**config.mk**
```make
export PLATFORM = sky130hd
export DESIGN_NAME = burst_col_gen
export DESIGN_NICKNAME = d
export VERILOG_FILES = /design/src/rtl/burst_col_pkg.sv /design/src/rtl/burst_mode_decode.sv /design/src/rtl/burst_beat_ctrl.sv /design/src/rtl/burst_addr_calc.sv /design/src/rtl/burst_col_gen.sv
export SDC_FILE = /design/constraint.sdc
export NUM_CORES = 1
export LEC_CHECK = 0
export ABC_AREA = 0
export BUFFER_PORTS_ARGS = -buffer_cell sky130_fd_sc_hd__buf_2
export CAP_MARGIN = 15
export CORE_MARGIN = 1
export CORE_UTILIZATION = 55
export DETAILED_ROUTE_END_ITERATION = 8
export MAX_ROUTING_LAYER = met4
export PLACE_DENSITY = 0.9
export SLEW_MARGIN = 20
export SYNTH_ARGS = -nofsm -noshare
export SYNTH_HDL_FRONTEND = slang
export SYNTH_SLANG_ARGS = --single-unit
```
**constraint.sdc**
```tcl
create_clock -name clk -period 2.17 [get_ports clk]
set_input_delay 0.217 -clock clk [delete_from_list [all_inputs] [get_ports clk]]
set_output_delay 0.217 -clock clk [all_outputs]
set_load 0.1 [all_outputs]
```
**src/rtl/burst_col_pkg.sv**
```systemverilog
// Shared constants for the burst column generator.
// Assumes a 4-bit mode value: [2:0] length code, [3] ordering.
package burst_col_pkg;
    localparam logic [2:0] LEN_CODE_1    = 3'b000;
    localparam logic [2:0] LEN_CODE_2    = 3'b001;
    localparam logic [2:0] LEN_CODE_4    = 3'b010;
    localparam logic [2:0] LEN_CODE_8    = 3'b011;
    localparam logic [2:0] LEN_CODE_PAGE = 3'b111;

    typedef enum logic {
        ORD_LINEAR = 1'b0,
        ORD_XOR    = 1'b1
    } burst_order_e;
endpackage

```
**src/rtl/burst_mode_decode.sv**
```systemverilog
// Decodes the mode value into a window mask and flags.
// mask has ones on the column bits that vary during the burst.
// Illegal codes give mask 0 (one beat) and raise err_o.
// Assumes COL_W >= 3.
module burst_mode_decode
    import burst_col_pkg::*;
#(
    parameter int COL_W = 8
) (
    input  logic [3:0]       mode_i,
    output logic [COL_W-1:0] mask_o,
    output burst_order_e     order_o,
    output logic             full_o,
    output logic             err_o
);
    // Map the length code and ordering bit to a mask and flags.
    always_comb begin
        mask_o  = '0;
        full_o  = 1'b0;
        err_o   = 1'b0;
        order_o = burst_order_e'(mode_i[3]);
        case (mode_i[2:0])
            LEN_CODE_1: mask_o = '0;
            LEN_CODE_2: mask_o = COL_W'(1);
            LEN_CODE_4: mask_o = COL_W'(3);
            LEN_CODE_8: mask_o = COL_W'(7);
            LEN_CODE_PAGE: begin
                if (order_o == ORD_XOR) begin
                    err_o = 1'b1;
                end else begin
                    mask_o = '1;
                    full_o = 1'b1;
                end
            end
            default: err_o = 1'b1;
        endcase
    end
endmodule

```
**src/rtl/burst_beat_ctrl.sv**
```systemverilog
// Beat counter and burst activity tracking.
// A start clears the beat index and makes the block active.
// The burst ends after the beat whose index equals the window mask,
// or after any beat of a full-page burst when stop is sampled high.
// Assumes mask_i and full_i are the settings captured for the current burst.
module burst_beat_ctrl #(
    parameter int COL_W = 8
) (
    input  logic             clk,
    input  logic             rst_n,
    input  logic             start_i,
    input  logic             stop_i,
    input  logic [COL_W-1:0] mask_i,
    input  logic             full_i,
    output logic             active_o,
    output logic [COL_W-1:0] beat_o,
    output logic             last_o
);
    logic             active_q;
    logic [COL_W-1:0] beat_q;

    // The final beat is reached when the index fills the window.
    assign last_o   = active_q && (beat_q == mask_i);
    assign active_o = active_q;
    assign beat_o   = beat_q;

    // Advance, restart or end the burst on each clock.
    always_ff @(posedge clk) begin
        if (!rst_n) begin
            active_q <= 1'b0;
            beat_q   <= '0;
        end else if (start_i) begin
            active_q <= 1'b1;
            beat_q   <= '0;
        end else if (active_q) begin
            if (last_o || (full_i && stop_i)) begin
                active_q <= 1'b0;
            end else begin
                beat_q <= beat_q + COL_W'(1);
            end
        end
    end
endmodule

```
**src/rtl/burst_addr_calc.sv**
```systemverilog
// Forms the column address of a beat from the start column.
// Bits inside the window take the ordered offset; bits outside keep the start value.
// Assumes beat_i never exceeds mask_i.
module burst_addr_calc
    import burst_col_pkg::*;
#(
    parameter int COL_W = 8
) (
    input  logic [COL_W-1:0] base_i,
    input  logic [COL_W-1:0] beat_i,
    input  logic [COL_W-1:0] mask_i,
    input  burst_order_e     order_i,
    output logic [COL_W-1:0] col_o
);
    logic [COL_W-1:0] offset;

    // Pick the linear sum or the XOR offset.
    always_comb begin
        if (order_i == ORD_XOR) begin
            offset = base_i ^ beat_i;
        end else begin
            offset = base_i + beat_i;
        end
    end

    // Merge each bit from the window offset or the start column.
    for (genvar i = 0; i < COL_W; i++) begin : g_bit
        assign col_o[i] = mask_i[i] ? offset[i] : base_i[i];
    end
endmodule

```
**src/rtl/burst_col_gen.sv**
```systemverilog
// Top of the burst column generator.
// Captures the start column and decoded mode on a start strobe, then
// shows one column per clock with valid, last and error flags.
// Assumes mode_i and start_col_i are only meaningful with start_i.
module burst_col_gen
    import burst_col_pkg::*;
#(
    parameter int COL_W = 8
) (
    input  logic             clk,
    input  logic             rst_n,
    input  logic             start_i,
    input  logic [COL_W-1:0] start_col_i,
    input  logic [3:0]       mode_i,
    input  logic             stop_i,
    output logic [COL_W-1:0] col_o,
    output logic             col_valid_o,
    output logic             col_last_o,
    output logic             mode_err_o
);
    logic [COL_W-1:0] dec_mask;
    burst_order_e     dec_order;
    logic             dec_full;
    logic             dec_err;

    logic [COL_W-1:0] base_q;
    logic [COL_W-1:0] mask_q;
    burst_order_e     order_q;
    logic             full_q;
    logic             err_q;

    logic             active;
    logic [COL_W-1:0] beat;
    logic             last;

    burst_mode_decode #(.COL_W(COL_W)) i_decode (
        .mode_i  (mode_i),
        .mask_o  (dec_mask),
        .order_o (dec_order),
        .full_o  (dec_full),
        .err_o   (dec_err)
    );

    // Hold the burst settings from the start strobe.
    always_ff @(posedge clk) begin
        if (!rst_n) begin
            base_q  <= '0;
            mask_q  <= '0;
            order_q <= ORD_LINEAR;
            full_q  <= 1'b0;
            err_q   <= 1'b0;
        end else if (start_i) begin
            base_q  <= start_col_i;
            mask_q  <= dec_mask;
            order_q <= dec_order;
            full_q  <= dec_full;
            err_q   <= dec_err;
        end
    end

    burst_beat_ctrl #(.COL_W(COL_W)) i_beat (
        .clk      (clk),
        .rst_n    (rst_n),
        .start_i  (start_i),
        .stop_i   (stop_i),
        .mask_i   (mask_q),
        .full_i   (full_q),
        .active_o (active),
        .beat_o   (beat),
        .last_o   (last)
    );

    burst_addr_calc #(.COL_W(COL_W)) i_addr (
        .base_i  (base_q),
        .beat_i  (beat),
        .mask_i  (mask_q),
        .order_i (order_q),
        .col_o   (col_o)
    );

    assign col_valid_o = active;
    assign col_last_o  = last;
    assign mode_err_o  = active && err_q;
endmodule

```
# Word level (Yosys, flattened, before mapping)
# Index checks and enable logic that the tools add are counted.
[word_totals]
inputBits = 16
ff_bits = 28
wordCells = 43
output_inout_bits = 11
[op_classes]
n_eq_ne = 5
addsub = 2
n_bitwise = 3
muxes = 18
reduce_logical = 8
[op_table]
columns = ["op", "n"]
rows = [
  ["8-bit one-hot mux with 4 select lines", 1],
  ["8-bit two-way mux", 2],
  ["1-bit two-way mux", 14],
  ["8-bit by 1-bit adder with 8-bit output (second input constant)", 1],
  ["8-bit adder", 1],
  ["8-bit equality test", 1],
  ["8-bit XOR", 1],
  ["3-bit by 2-bit equality test with 1-bit output (second input constant)", 2],
  ["4-bit OR reduction", 1],
  ["3-bit by 1-bit equality test with 1-bit output (second input constant)", 1],
  ["3-bit equality test (second input constant)", 1],
  ["1-bit logical AND", 3],
  ["3-bit zero test", 1],
  ["1-bit NOT", 2],
  ["1-bit one-hot mux with 2 select lines", 1],
  ["2-bit AND reduction", 1],
  ["2-bit OR reduction", 1],
  ["1-bit logical OR", 1],
]

# Logic depth before layout (Yosys ltp)
[logic_depth]
depth_word = 6
ltp_mapped = 7
depth_no_buf = 7

# Cells and area by module
# A second synthesis with hierarchy kept.
[unflattened]
hier_cells = 187
area_unflattened_um2 = 1734.2
[by_module_without_submodules]
columns = ["module", "seq_area_each_um2", "area_per_inst_um2", "cells_per_inst", "n_inst"]
rows = [
  ["burst_col_gen", 380.4, 730.7, 61, 1],
  ["burst_beat_ctrl", 180.2, 514.2, 60, 1],
  ["burst_addr_calc", 0.0, 391.6, 52, 1],
  ["burst_mode_decode", 0.0, 97.6, 14, 1],
]

# Worst setup path after synthesis
# OpenSTA, ideal clock, no wires.
[synth_path]
path_type = "register -> output"
startpoint = "register i_beat.active_q (netlist: i_beat.active_o)"
endpoint = "output col_last_o"
path_stages_with_launch = 3
path_buffers = 0
arrival_time_ns = 3.511
setup_slack_ns = -1.558
path_cell_list = "dfxtp_1 > nand3_1 > nor3_1"
[synth_via]
elab_chain_len = 1
[synth_rtl]
columns = ["element", "line_no", "rtl"]
rows = [
  ["from (decl)", "burst_beat_ctrl.sv:19", "logic active_q;"],
  ["from (signal assigned)", "burst_beat_ctrl.sv:30", "active_q <= 1'b0;"],
  ["from (signal assigned)", "burst_beat_ctrl.sv:33", "active_q <= 1'b1;"],
  ["from (signal assigned)", "burst_beat_ctrl.sv:37", "active_q <= 1'b0;"],
  ["1-bit logical AND", "burst_beat_ctrl.sv:23", "assign last_o = active_q && (beat_q == mask_i);"],
  ["to (decl)", "burst_col_gen.sv:18", "output logic col_last_o,"],
]
# Every way passes these cells.

# Final worst setup path
[layout_path]
startpoint = "register i_beat.beat_q[0] (netlist: i_beat.beat_o[0])"
endpoint = "output col_o[6]"
[layout_via]
elab_chain_len = 3
[layout_rtl]
columns = ["element", "line_no", "rtl"]
rows = [
  ["from (decl)", "burst_beat_ctrl.sv:20", "logic [COL_W-1:0] beat_q;"],
  ["from (signal assigned)", "burst_beat_ctrl.sv:39", "beat_q <= beat_q + COL_W'(1);"],
  ["8-bit adder", "burst_addr_calc.sv:22", "offset = base_i + beat_i;"],
  ["8-bit two-way mux", "burst_addr_calc.sv:19", "if (order_i == ORD_XOR) begin"],
  ["1-bit two-way mux", "burst_addr_calc.sv:28", "assign col_o[i] = mask_i[i] ? offset[i] : base_i[i];"],
  ["to (decl)", "burst_col_gen.sv:16", "output logic [COL_W-1:0] col_o,"],
]
# Every way passes these cells.

==> flow_summary.toml <==
[grt]
top_usage_layer = "met2"
grt_overflow = 0
grt_usage_pct = 38.44
grtUsageMet1_pct = 41.67
grt_pass1_vias = 1553
grt_antenna_before_repair = 0
grt_first_pass_wirelength_um = 7672
grt_use_met3_pct = 7.104
grt_max_degree = 18
grt_util_met2_pct = 63.25

[timing]
setup_violations = 5
layout_setup_ws_ps = -334.7
worst_pin_slew_ps = 620.1
slew_headroom_pct = 58.57
fin_skew_ps = 7.896
finalHoldViolCount = 0
period_minus_slack_ps = 2505
min_period_over_period_pct = 115.4
max_freq_mhz = 399.2
drv_slew = 0
rsz0062_at_grt = "true"

[logic_synthesis]
ys_ff_latch = 23
synth-seq-area-share_pct = 29.75
syn_nets = 207
ys_top_cells_by_area = "dfxtp_1, mux2i_1, ha_1"
syn-mean-instance-area_um2 = 8.504
synth_top_area_cell = "dfxtp_1"
yosys.cell_count.top_type = "dfxtp_1"
ys_warn_count = 0
ys.flop_type = "dfxtp_1"
ys_types = 42
synth_area_um2 = 1548
synth_top_area_share_pct = 29.75
yosys-top-cells-count = "dfxtp_1, nor2_1, nor2b_1, nand2_1, mux2i_1"
syn_inst = 182
synth_edf_count = 0
synthArstFlopShare_pct = 0

[power]
cellPowerDensity_nw_per_um2 = 450.5
ir_drop_v = 0.0005033
p_leak_nw = 0.8788

[die]
rows = 18
coreArea_um2 = 2567
fp.dieArea_um2 = 3030
die_h_um = 55.05
die_w_um = 55.05
ios = 27
floorplan.initialDensity_pct = 60.28

[hold_path]
hold_end = "base_q[1]"
hold_depth = 3
hp-class = "primary input to flip-flop"
hold_path.startpoint = "start_col_i[1]"

[worst_setup_path]
cp.buffers_inverters = 1
rr_worst_depth = 5
crit_family = "compound AO/OA/AOI/OAI gates"
crit_path_cell_trace = "ha_4 -> fa_2 -> a21o_1 -> a211oi_2 -> nor2_2 -> a211o_4 -> buf_12"
end_kind = "output pin"
critPathKind = "flip-flop to output pin"
cp.arrival_ps = 2290
start_kind = "flip-flop"
timing.rr.end = "i_beat.beat_o[5]"
critPathRequiredTime_ps = 1950
regToRegSetupSlack_ps = 250
max_stage_delay_ps = 370
rr_startpoint = "mask_q[6]"
crit_slowest_cell = "dfxtp_2"
path_max_fanout = 2

[finish]
drive_above_1_share_pct = 44.64
area_growth_pct = 46.97
utilization_pct = 88.60
num_antenna_cells = 0
final_cells = 254
nNetsFinal = 250

[clocking]
clk_pin_slew_ps = 140
root_buffer = "clkbuf_4"
clock_latency_ps = 330
cts_sinks = 23
clockBufferDepth = 2
numCtsBuffers = 3
cts_tree = "built"
htreeDepth = 1

[placed_design]
placed_cells = 239
dpl.hpwl_um = 3229
io_buffers = 26
gp_congestion = 0.8413

[route]
drt-total-wl_um = 5266
vias = 1677
drcViolationCount = 0
ant_nets = 0
drt_iter0_drc = 67
wl_per_cell_um = 20.73
drt_pass1_iterations = 6
vias_per_cell = 6.602

[job]
max_cap_violations = 0

[run_status]
status = "complete, but fails checks"
violations = "setup timing"
-- state kept, by name, summed over array words and instances, names as in the netlist --
register	cells
i_beat.active_o	1
order_q	1
err_q	1
base_q	8
i_beat.beat_o	8
mask_q	4
-- worst reg2reg max path, cell delays in order (launching register included) --
cell	delay, ps
dfxtp_1	660
nand2_1	200
a2bb2oi_4	210
o311ai_2	380
or3_1	210
mux2i_1	200
-- final cells by class --
cell class              count  area [um^2]
multi-input cells         147         1313
flip-flops and latches     23        494.2
repair buffers             43        377.9
fillers                   116        292.8
well taps                  30        37.54
clock buffers               4        26.28
inverters                   7        26.28
-- cells by family after synthesis --
family | Yosys count | share of synthesized area (%)
mux | 13 | 8.489
fa+ha+maj | 9 | 7.761
buf+inv | 12 | 2.910
simple gates | 74 | 25.30
xor+xnor | 9 | 5.093
compound gates | 42 | 20.69
flops | 23 | 29.75
-- report_power, final --
group          total (mW)  internal (mW)  switching, mW  leakage [nW]
Sequential          0.462          0.435         0.0268         0.196
Combinational       0.345          0.130          0.215         0.668
Clock               0.218         0.0722          0.146        0.0150
Total                1.02          0.637          0.387         0.879
-- worst max path at each step --
stage / startpoint / end / slack (ps) / cells after the start
global placement: base_q[0] / col_o[6] / 20 / 8
detailed placement: base_q[0] / col_o[6] / -50 / 8
finish: i_beat.beat_o[0] / col_o[6] / -330 / 7
CTS: base_q[0] / col_o[6] / -210 / 7
global route: i_beat.beat_o[4] / col_o[6] / -380 / 6
floorplan: i_beat.beat_o[0] / col_o[4] / -110 / 7
-- layout by cell type (no fill, tap or decap), types with 8 or more instances in the layout --
| cell | netlist | layout |
|---|---|---|
| buf_12 | 0 | 8 |
| nor2b_1 | 14 | 13 |
| mux2i_1 | 12 | 12 |
| nor2_1 | 18 | 14 |
| dfxtp_1 | 23 | 8 |
| nand2_1 | 13 | 13 |
| o21ai_0 | 9 | 8 |
| buf_4 | 0 | 17 |
| dfxtp_2 | 0 | 9 |
| buf_2 | 0 | 18 |
-- what timing repair did --
item                                    in CTS  in global routing
pin swaps                                   20                 14
gates resized for setup                     37                 13
hold buffers                                 0                  0
endpoints found under the setup margin       6                  7
buffers inserted                             9                  2
-- stage by stage --
stage | instance area, um^2 | setup TNS [ps] | hold WS, ps | worst slack (ps) | total power [mW]
finish | 2275 | -1220 | 133.2 | -334.7 | 1.025
global route | 2275 | -1425 | 148.0 | -377.8 | 1.050
CTS | 2213 | -665.9 | 143.3 | -211.5 | 1.001
detailed placement | 1949 | -46.80 | 487.1 | -46.80 | 0.7834
global placement | 1949 | 0 | 472.8 | 23.99 | 0.7696
floorplan | 1635 | -128.0 | 345.2 | -113.0 | 0.6830
-- per-layer routing --
| layer | wire (um) | vias up |
|---|---|---|
| met5 | 0 | - |
| met4 | 301 | 0 |
| met3 | 361 | 43 |
| met2 | 2611 | 113 |
| met1 | 1991 | 780 |
| li1 | - | 741 |
Power figures use the tool's default switching activity.
